==> src/rtl/nvv_pkg.sv <==
package nvv_pkg;

   localparam int unsigned HALF_W = 16;

   // Wrap the carries of a 16-bit sum back into its low byte until it fits.
   function automatic logic [7:0] fold16(input logic [15:0] s);
      logic [15:0] t;
      t = {8'h00, s[7:0]} + {8'h00, s[15:8]};
      t = {8'h00, t[7:0]} + {8'h00, t[15:8]};
      return t[7:0];
   endfunction

endpackage

==> src/rtl/nvv_field_cap.sv <==
module nvv_field_cap #(
   parameter int IW     = 14,
   parameter int OFFSET = 0,
   parameter int NBYTES = 1
) (
   input  logic                  clk,
   input  logic                  rst_n,
   input  logic                  take,
   input  logic [IW-1:0]         idx,
   input  logic [7:0]            data,
   output logic [8*NBYTES-1:0]   value
);
   localparam logic [IW-1:0] LO = IW'(OFFSET);
   localparam logic [IW-1:0] HI = IW'(OFFSET + NBYTES);

   logic hit;
   assign hit = take && (idx >= LO) && (idx < HI);

   generate
      if (NBYTES == 1) begin : g_single
         always_ff @(posedge clk) begin
            if (!rst_n)   value <= '0;
            else if (hit) value <= data;
         end
      end else begin : g_multi
         // earlier bytes shift toward the top: big-endian assembly
         always_ff @(posedge clk) begin
            if (!rst_n)   value <= '0;
            else if (hit) value <= {value[8*NBYTES-9:0], data};
         end
      end
   endgenerate
endmodule

==> src/rtl/nvv_hdr_sum.sv <==
module nvv_hdr_sum
   import nvv_pkg::*;
#(
   parameter int IW      = 14,
   parameter int HDR_END = 16
) (
   input  logic          clk,
   input  logic          rst_n,
   input  logic          take,
   input  logic [IW-1:0] idx,
   input  logic [7:0]    data,
   output logic [7:0]    folded
);
   localparam logic [IW-1:0] SKIP = IW'(1);
   localparam logic [IW-1:0] ENDX = IW'(HDR_END);

   logic [15:0] sum_q;

   always_ff @(posedge clk) begin
      if (!rst_n) begin
         sum_q <= '0;
      end else if (take) begin
         if (idx == '0)
            sum_q <= {8'h00, data};
         else if (idx > SKIP && idx < ENDX)
            sum_q <= sum_q + {8'h00, data};
      end
   end

   assign folded = fold16(sum_q);
endmodule

==> src/rtl/nvv_body_sum.sv <==
module nvv_body_sum #(
   parameter int IW         = 14,
   parameter int BODY_START = 20,
   parameter int MODULUS    = 65521
) (
   input  logic          clk,
   input  logic          rst_n,
   input  logic          take,
   input  logic [IW-1:0] idx,
   input  logic [7:0]    data,
   output logic [15:0]   low,
   output logic [15:0]   high
);
   localparam logic [IW-1:0] FROM = IW'(BODY_START);
   localparam logic [16:0]   MODV = 17'(MODULUS);

   logic [15:0] low_q, high_q, low_n, high_n;
   logic [16:0] lsum, hsum;

   always_comb begin
      lsum   = {1'b0, low_q} + {9'b0, data};
      low_n  = 16'((lsum >= MODV) ? lsum - MODV : lsum);
      hsum   = {1'b0, high_q} + {1'b0, low_n};
      high_n = 16'((hsum >= MODV) ? hsum - MODV : hsum);
   end

   always_ff @(posedge clk) begin
      if (!rst_n) begin
         low_q  <= 16'd1;
         high_q <= '0;
      end else if (take) begin
         if (idx == '0) begin
            low_q  <= 16'd1;
            high_q <= '0;
         end else if (idx >= FROM) begin
            low_q  <= low_n;
            high_q <= high_n;
         end
      end
   end

   assign low  = low_q;
   assign high = high_q;
endmodule

==> src/rtl/nvv_bank_pick.sv <==
module nvv_bank_pick (
   input  logic        clk,
   input  logic        rst_n,
   input  logic        dual_mode,
   input  logic        res_valid,
   input  logic [31:0] res_gen,
   output logic        cur_bank,
   output logic        pick_valid,
   output logic        bank_sel
);
   logic        bank_q, pick_q, sel_q;
   logic [31:0] gen0_q;

   always_ff @(posedge clk) begin
      if (!rst_n) begin
         bank_q <= 1'b0;
         pick_q <= 1'b0;
         sel_q  <= 1'b0;
         gen0_q <= '0;
      end else begin
         pick_q <= 1'b0;
         if (!dual_mode) begin
            bank_q <= 1'b0;
         end else if (res_valid) begin
            if (!bank_q) begin
               gen0_q <= res_gen;
               bank_q <= 1'b1;
            end else begin
               pick_q <= 1'b1;
               sel_q  <= (gen0_q < res_gen);
               bank_q <= 1'b0;
            end
         end
      end
   end

   assign cur_bank   = bank_q;
   assign pick_valid = pick_q;
   assign bank_sel   = sel_q;
endmodule

==> src/rtl/nvram_image_validator.sv <==
module nvram_image_validator
   import nvv_pkg::*;
#(
   parameter int          BANK_BYTES = 8192,
   parameter int          HDR_END    = 16,
   parameter int          SUM_AT     = 16,
   parameter int          GEN_AT     = 20,
   parameter int          BODY_START = 20,
   parameter int          MODULUS    = 65521,
   parameter logic [7:0]  SIG_VALUE  = 8'h5A
) (
   input  logic        clk,
   input  logic        rst_n,
   input  logic        dual_mode,
   input  logic        in_valid,
   input  logic        in_first,
   input  logic        in_last,
   input  logic [7:0]  in_data,
   output logic        res_valid,
   output logic        res_ok,
   output logic [31:0] res_gen,
   output logic        res_bank,
   output logic [7:0]  calc_hdr_sum,
   output logic [31:0] calc_body_sum,
   output logic        pick_valid,
   output logic        bank_sel
);
   localparam int IW = $clog2(BANK_BYTES) + 1;

   // elaboration-time parameter checks
   if (BODY_START < 1 || BODY_START >= BANK_BYTES) begin : g_bad_body
      $error("BODY_START must lie inside the bank and after offset 0");
   end
   if (MODULUS < 256 || MODULUS > 65535) begin : g_bad_mod
      $error("MODULUS must fit in 16 bits and exceed a byte");
   end
   if (GEN_AT + 4 > BANK_BYTES || SUM_AT + 4 > BANK_BYTES || HDR_END > BANK_BYTES) begin : g_bad_fields
      $error("header fields must fit inside the bank");
   end

   logic          take;
   logic [IW-1:0] cnt_q, idx;
   logic          done_q;

   assign take = in_valid;
   assign idx  = in_first ? '0 : cnt_q;

   always_ff @(posedge clk) begin
      if (!rst_n) begin
         cnt_q  <= '0;
         done_q <= 1'b0;
      end else begin
         done_q <= take && in_last;
         if (take) cnt_q <= idx + 1'b1;
      end
   end

   logic [7:0]  sig_byte, stored_hdr, hdr_fold;
   logic [31:0] stored_sum, stored_gen;
   logic [15:0] body_low, body_high;

   nvv_field_cap #(.IW(IW), .OFFSET(0), .NBYTES(1)) u_sig (
      .clk(clk), .rst_n(rst_n), .take(take), .idx(idx), .data(in_data), .value(sig_byte));
   nvv_field_cap #(.IW(IW), .OFFSET(1), .NBYTES(1)) u_hck (
      .clk(clk), .rst_n(rst_n), .take(take), .idx(idx), .data(in_data), .value(stored_hdr));
   nvv_field_cap #(.IW(IW), .OFFSET(SUM_AT), .NBYTES(4)) u_sum (
      .clk(clk), .rst_n(rst_n), .take(take), .idx(idx), .data(in_data), .value(stored_sum));
   nvv_field_cap #(.IW(IW), .OFFSET(GEN_AT), .NBYTES(4)) u_gen (
      .clk(clk), .rst_n(rst_n), .take(take), .idx(idx), .data(in_data), .value(stored_gen));

   nvv_hdr_sum #(.IW(IW), .HDR_END(HDR_END)) u_hdr (
      .clk(clk), .rst_n(rst_n), .take(take), .idx(idx), .data(in_data), .folded(hdr_fold));

   nvv_body_sum #(.IW(IW), .BODY_START(BODY_START), .MODULUS(MODULUS)) u_body (
      .clk(clk), .rst_n(rst_n), .take(take), .idx(idx), .data(in_data),
      .low(body_low), .high(body_high));

   logic all_good;
   assign all_good = (sig_byte == SIG_VALUE)
                  && (hdr_fold == stored_hdr)
                  && ({body_high, body_low} == stored_sum);

   assign res_valid     = done_q;
   assign res_ok        = done_q && all_good;
   assign res_gen       = (done_q && all_good) ? stored_gen : '0;
   assign calc_hdr_sum  = hdr_fold;
   assign calc_body_sum = {body_high, body_low};

   nvv_bank_pick u_pick (
      .clk(clk), .rst_n(rst_n), .dual_mode(dual_mode),
      .res_valid(done_q), .res_gen(res_gen),
      .cur_bank(res_bank), .pick_valid(pick_valid), .bank_sel(bank_sel));
endmodule

==> config.mk <==
export PLATFORM = sky130hd
export DESIGN_NAME = nvram_image_validator
export DESIGN_NICKNAME = d
export VERILOG_FILES = /design/src/rtl/nvv_pkg.sv /design/src/rtl/nvv_field_cap.sv /design/src/rtl/nvv_hdr_sum.sv /design/src/rtl/nvv_body_sum.sv /design/src/rtl/nvv_bank_pick.sv /design/src/rtl/nvram_image_validator.sv
export SDC_FILE = /design/constraint.sdc
export NUM_CORES = 1
export LEC_CHECK = 0
export CORE_UTILIZATION = 35
export CTS_CLUSTER_SIZE = 25
export DETAILED_ROUTE_END_ITERATION = 8
export PLACE_DENSITY = 0.58
export SLEW_MARGIN = 20
export SYNTH_ARGS = -nofsm -noshare
export SYNTH_HDL_FRONTEND = slang
export SYNTH_SLANG_ARGS = --single-unit
==> constraint.sdc <==
create_clock -name clk -period 7.4 [get_ports clk]
set_input_delay 1.11 -clock clk [delete_from_list [all_inputs] [get_ports clk]]
set_output_delay 1.11 -clock clk [all_outputs]
set_load 0.02 [all_outputs]
==> flow_summary.json <==
{
  "status": "complete, no violations",
  "gp_congestion": 0.889,
  "stdcell_area_mm2": 0.0135,
  "max-slew-margin-rel_pct": 42.6,
  "tightest_slew_ns": 0.852,
  "cp_slowest_cell": "and4_2",
  "cp_top_family": "simple AND/OR/NAND/NOR gates",
  "insertion_delay_ns": 0.45,
  "antenna_found_initial": 0,
  "n_antenna_cell": 0,
  "num_vias": 10458,
  "slowest_delay_ns": 0.73,
  "instances_no_fill": 1926,
  "drive_above_1_share_pct": 6.74,
  "worstSetupPathType": "reg2out",
  "final_cell_mix": "nand2_1 (186), dfxtp_1 (178), nor2_1 (144)",
  "rsz0062_at_grt": "no",
  "cts_root_buffer": "clkbuf_16",
  "cts_htree_levels": 4,
  "yosysWarnings": 0,
  "cts.sinks": 178,
  "required_ns": 6.29,
  "cts_buffers": 17,
  "cts_setup_buffers": 0,
  "start_util_pct": 35.4,
  "regArea_mm2": 0.00356,
  "syn_avg_cell_area_um2": 8.22,
  "maxCapViolCount": 0,
  "layout.nets": 1573,
  "setup_tns_ns": 0,
  "worstHoldPathType": "reg2reg",
  "setup_viol": 0,
  "viasPerCell": 5.43,
  "min_period_ns": 7.00,
  "area_delta_synth_final_pct": 17.6,
  "drtAntennaViolNets": 0,
  "multi_input_area_mm2": 0.00753,
  "drt_iter0_drc": 660,
  "syn-cell-area_mm2": 0.0115,
  "cts-hold-fix-buffers": 0,
  "slew_violations": 0,
  "hpwl_um": 25400,
  "first_global_vias": 9801,
  "clk_pin_slew_ns": 0.07,
  "cts_tree": "built",
  "grt_remaining_overflow": 0,
  "ys_types": 88,
  "die_h_um": 183,
  "die_w_um": 183,
  "crit_arrival_ns": 5.89,
  "grt_pass1_wl_um": 53500,
  "path_max_fanout": 37,
  "die_area_mm2": 0.0336,
  "leakage_nw": 5.22,
  "clock.fmax_mhz": 143,
  "async_flop_share_pct": 0,
  "synth_ff_type": "dfxtp_1",
  "synth_top_area_share_pct": 31.0,
  "syn_inst": 1400,
  "ys_ff_latch": 178,
  "place_inst": 1895,
  "synth_edf_count": 0,
  "grt_max_degree": 59,
  "coreArea_mm2": 0.0325,
  "synth_area_leaders": "dfxtp_1 (31%), ha_1 (9.0%), nand2_1 (6.1%)",
  "skew_ns": 0.0158,
  "power_density_mw_per_mm2": 159,
  "row_count": 66,
  "ys_seq_area_share_pct": 31.0,
  "finalCritPeriodShare_pct": 94.5,
  "placed_area_mm2": 0.0129,
  "routed_wl_um": 34000,
  "post_drt_wl_per_cell_um": 17.7,
  "hold_violations": 0,
  "syn-num-nets": 1501,
  "end_kind": "primary output",
  "yosys.area.top_type": "dfxtp_1",
  "cp_cell_sequence": "ha_1 > fa_1 > a211oi_1 > o21bai_1 > a21oi_1 > nor2b_1 > o21ai_0 > nand2b_1 > ha_1 > ha_1 > nand2b_1 > nand2_1 > nor4b_1 > nand4_1 > nor4_1 > and4_2 > buf_4 > and2_1 > clkdlybuf4s50_1",
  "grt_use_total_pct": 20.4,
  "cp.buffers_inverters": 2,
  "drcViolationCount": 0,
  "portBuffers": 90,
  "drt-pass1-iter-count": 7,
  "io_pins": 91,
  "ir_drop_mv": 0.164,
  "num-fill-cells": 3284,
  "cts.path.max_buffers": 2,
  "crit_top_cell": "ha_1",
  "ctsResizeCount": 0,
  "final_common_cell": "nand2_1",
  "cp-start-kind": "flip-flop"
}
==> state kept, by name (all words and copies together) (netlist names) <==
| signal | cells |
|---|---|
| cnt_q | 14 |
| u_hdr.sum_q | 16 |
| u_pick.pick_valid | 1 |
| u_pick.cur_bank | 1 |
| u_pick.gen0_q | 32 |
| u_body.high | 16 |
| u_sum.value | 32 |
| u_hck.value | 8 |
| u_sig.value | 8 |
| res_valid | 1 |
| u_body.low | 16 |
| u_pick.bank_sel | 1 |
| u_gen.value | 32 |
==> Yosys cell counts (20+ instances only) <==
cell,instances
nand2_1,186
dfxtp_1,178
nor2_1,146
a21oi_1,91
ha_1,83
xnor2_1,60
mux2i_1,53
clkbuf_1,49
o21ai_0,49
and2_1,42
xor2_1,39
inv_1,37
nand3_1,37
a32o_1,34
nand4_1,28
a21o_1,23
and3_1,21
nor3_1,20
==> final cells by class <==
| cell class | instances | area share [%] |
|---|---|---|
| Tap cell | 442 | 4.09 |
| Inverter | 38 | 1.06 |
| Clock inverter | 12 | 1.26 |
| Timing Repair Buffer | 120 | 8.32 |
| Sequential cell | 178 | 26.3 |
| Multi-Input combinational cell | 1117 | 55.7 |
| Clock buffer | 19 | 3.27 |
==> worst register-to-register path: cells and delay by family (launching register included) <==
| kind | cells | cell delay, ns |
|---|---|---|
| compound gates | 12 | 2.22 |
| fa+ha+maj | 5 | 1.56 |
| flops | 1 | 0.37 |
| simple gates | 10 | 2.42 |
==> metrics by stage <==
| step | utilization [%] | worst slack, ns | power (W) | hold slack (ns) |
|---|---|---|---|---|
| after floorplan | - | 0.980 | 0.00113 | 0.432 |
| after global placement | 39.8 | 0.188 | 0.00120 | 0.442 |
| after detailed placement | 39.8 | 0.167 | 0.00120 | 0.447 |
| after CTS | 41.7 | 0.389 | 0.00217 | 0.458 |
| after global routing | 41.7 | 0.00799 | 0.00223 | 0.468 |
| final | 41.7 | 0.404 | 0.00215 | 0.456 |
==> where the power goes <==
part	internal (W)	switching (W)	leakage, nW
clock	0.000547	0.000420	0.297
sequential	0.000968	0.00000979	1.44
combinational	0.0000773	0.000127	3.49
total	0.00159	0.000557	5.22
==> routing by layer <==
layer | track usage [%] | vias to the layer above | wire length [µm]
met5 | 0 | - | 0
met4 | 6.03 | 0 | 620
met3 | 3.30 | 40 | 1530
met2 | 34.5 | 257 | 16200
met1 | 26.5 | 4997 | 15700
li1 | - | 5164 | -
==> final timing paths <==
path,startpoint,endpoint,slack (ns),depth (start not counted)
setup / recovery,u_hdr.sum_q[8],res_gen[12],0.40,19
setup reg to reg,u_hdr.sum_q[8],u_pick.bank_sel,0.77,27
hold reg to reg,u_sig.value[6],u_sig.value[6],0.46,2
hold / removal,u_sig.value[6],u_sig.value[6],0.46,2
==> cell families after synthesis <==
| family | synth area share, % |
|---|---|
| buffers and inverters | 3.70 |
| XOR/XNOR | 7.88 |
| flip-flops | 31.0 |
| AO/OA/AOI/OAI | 18.9 |
| adder cells (fa/ha/maj) | 9.72 |
| multiplexers | 4.71 |
| AND/OR/NAND/NOR | 24.1 |
Power figures use the tool's default switching activity.
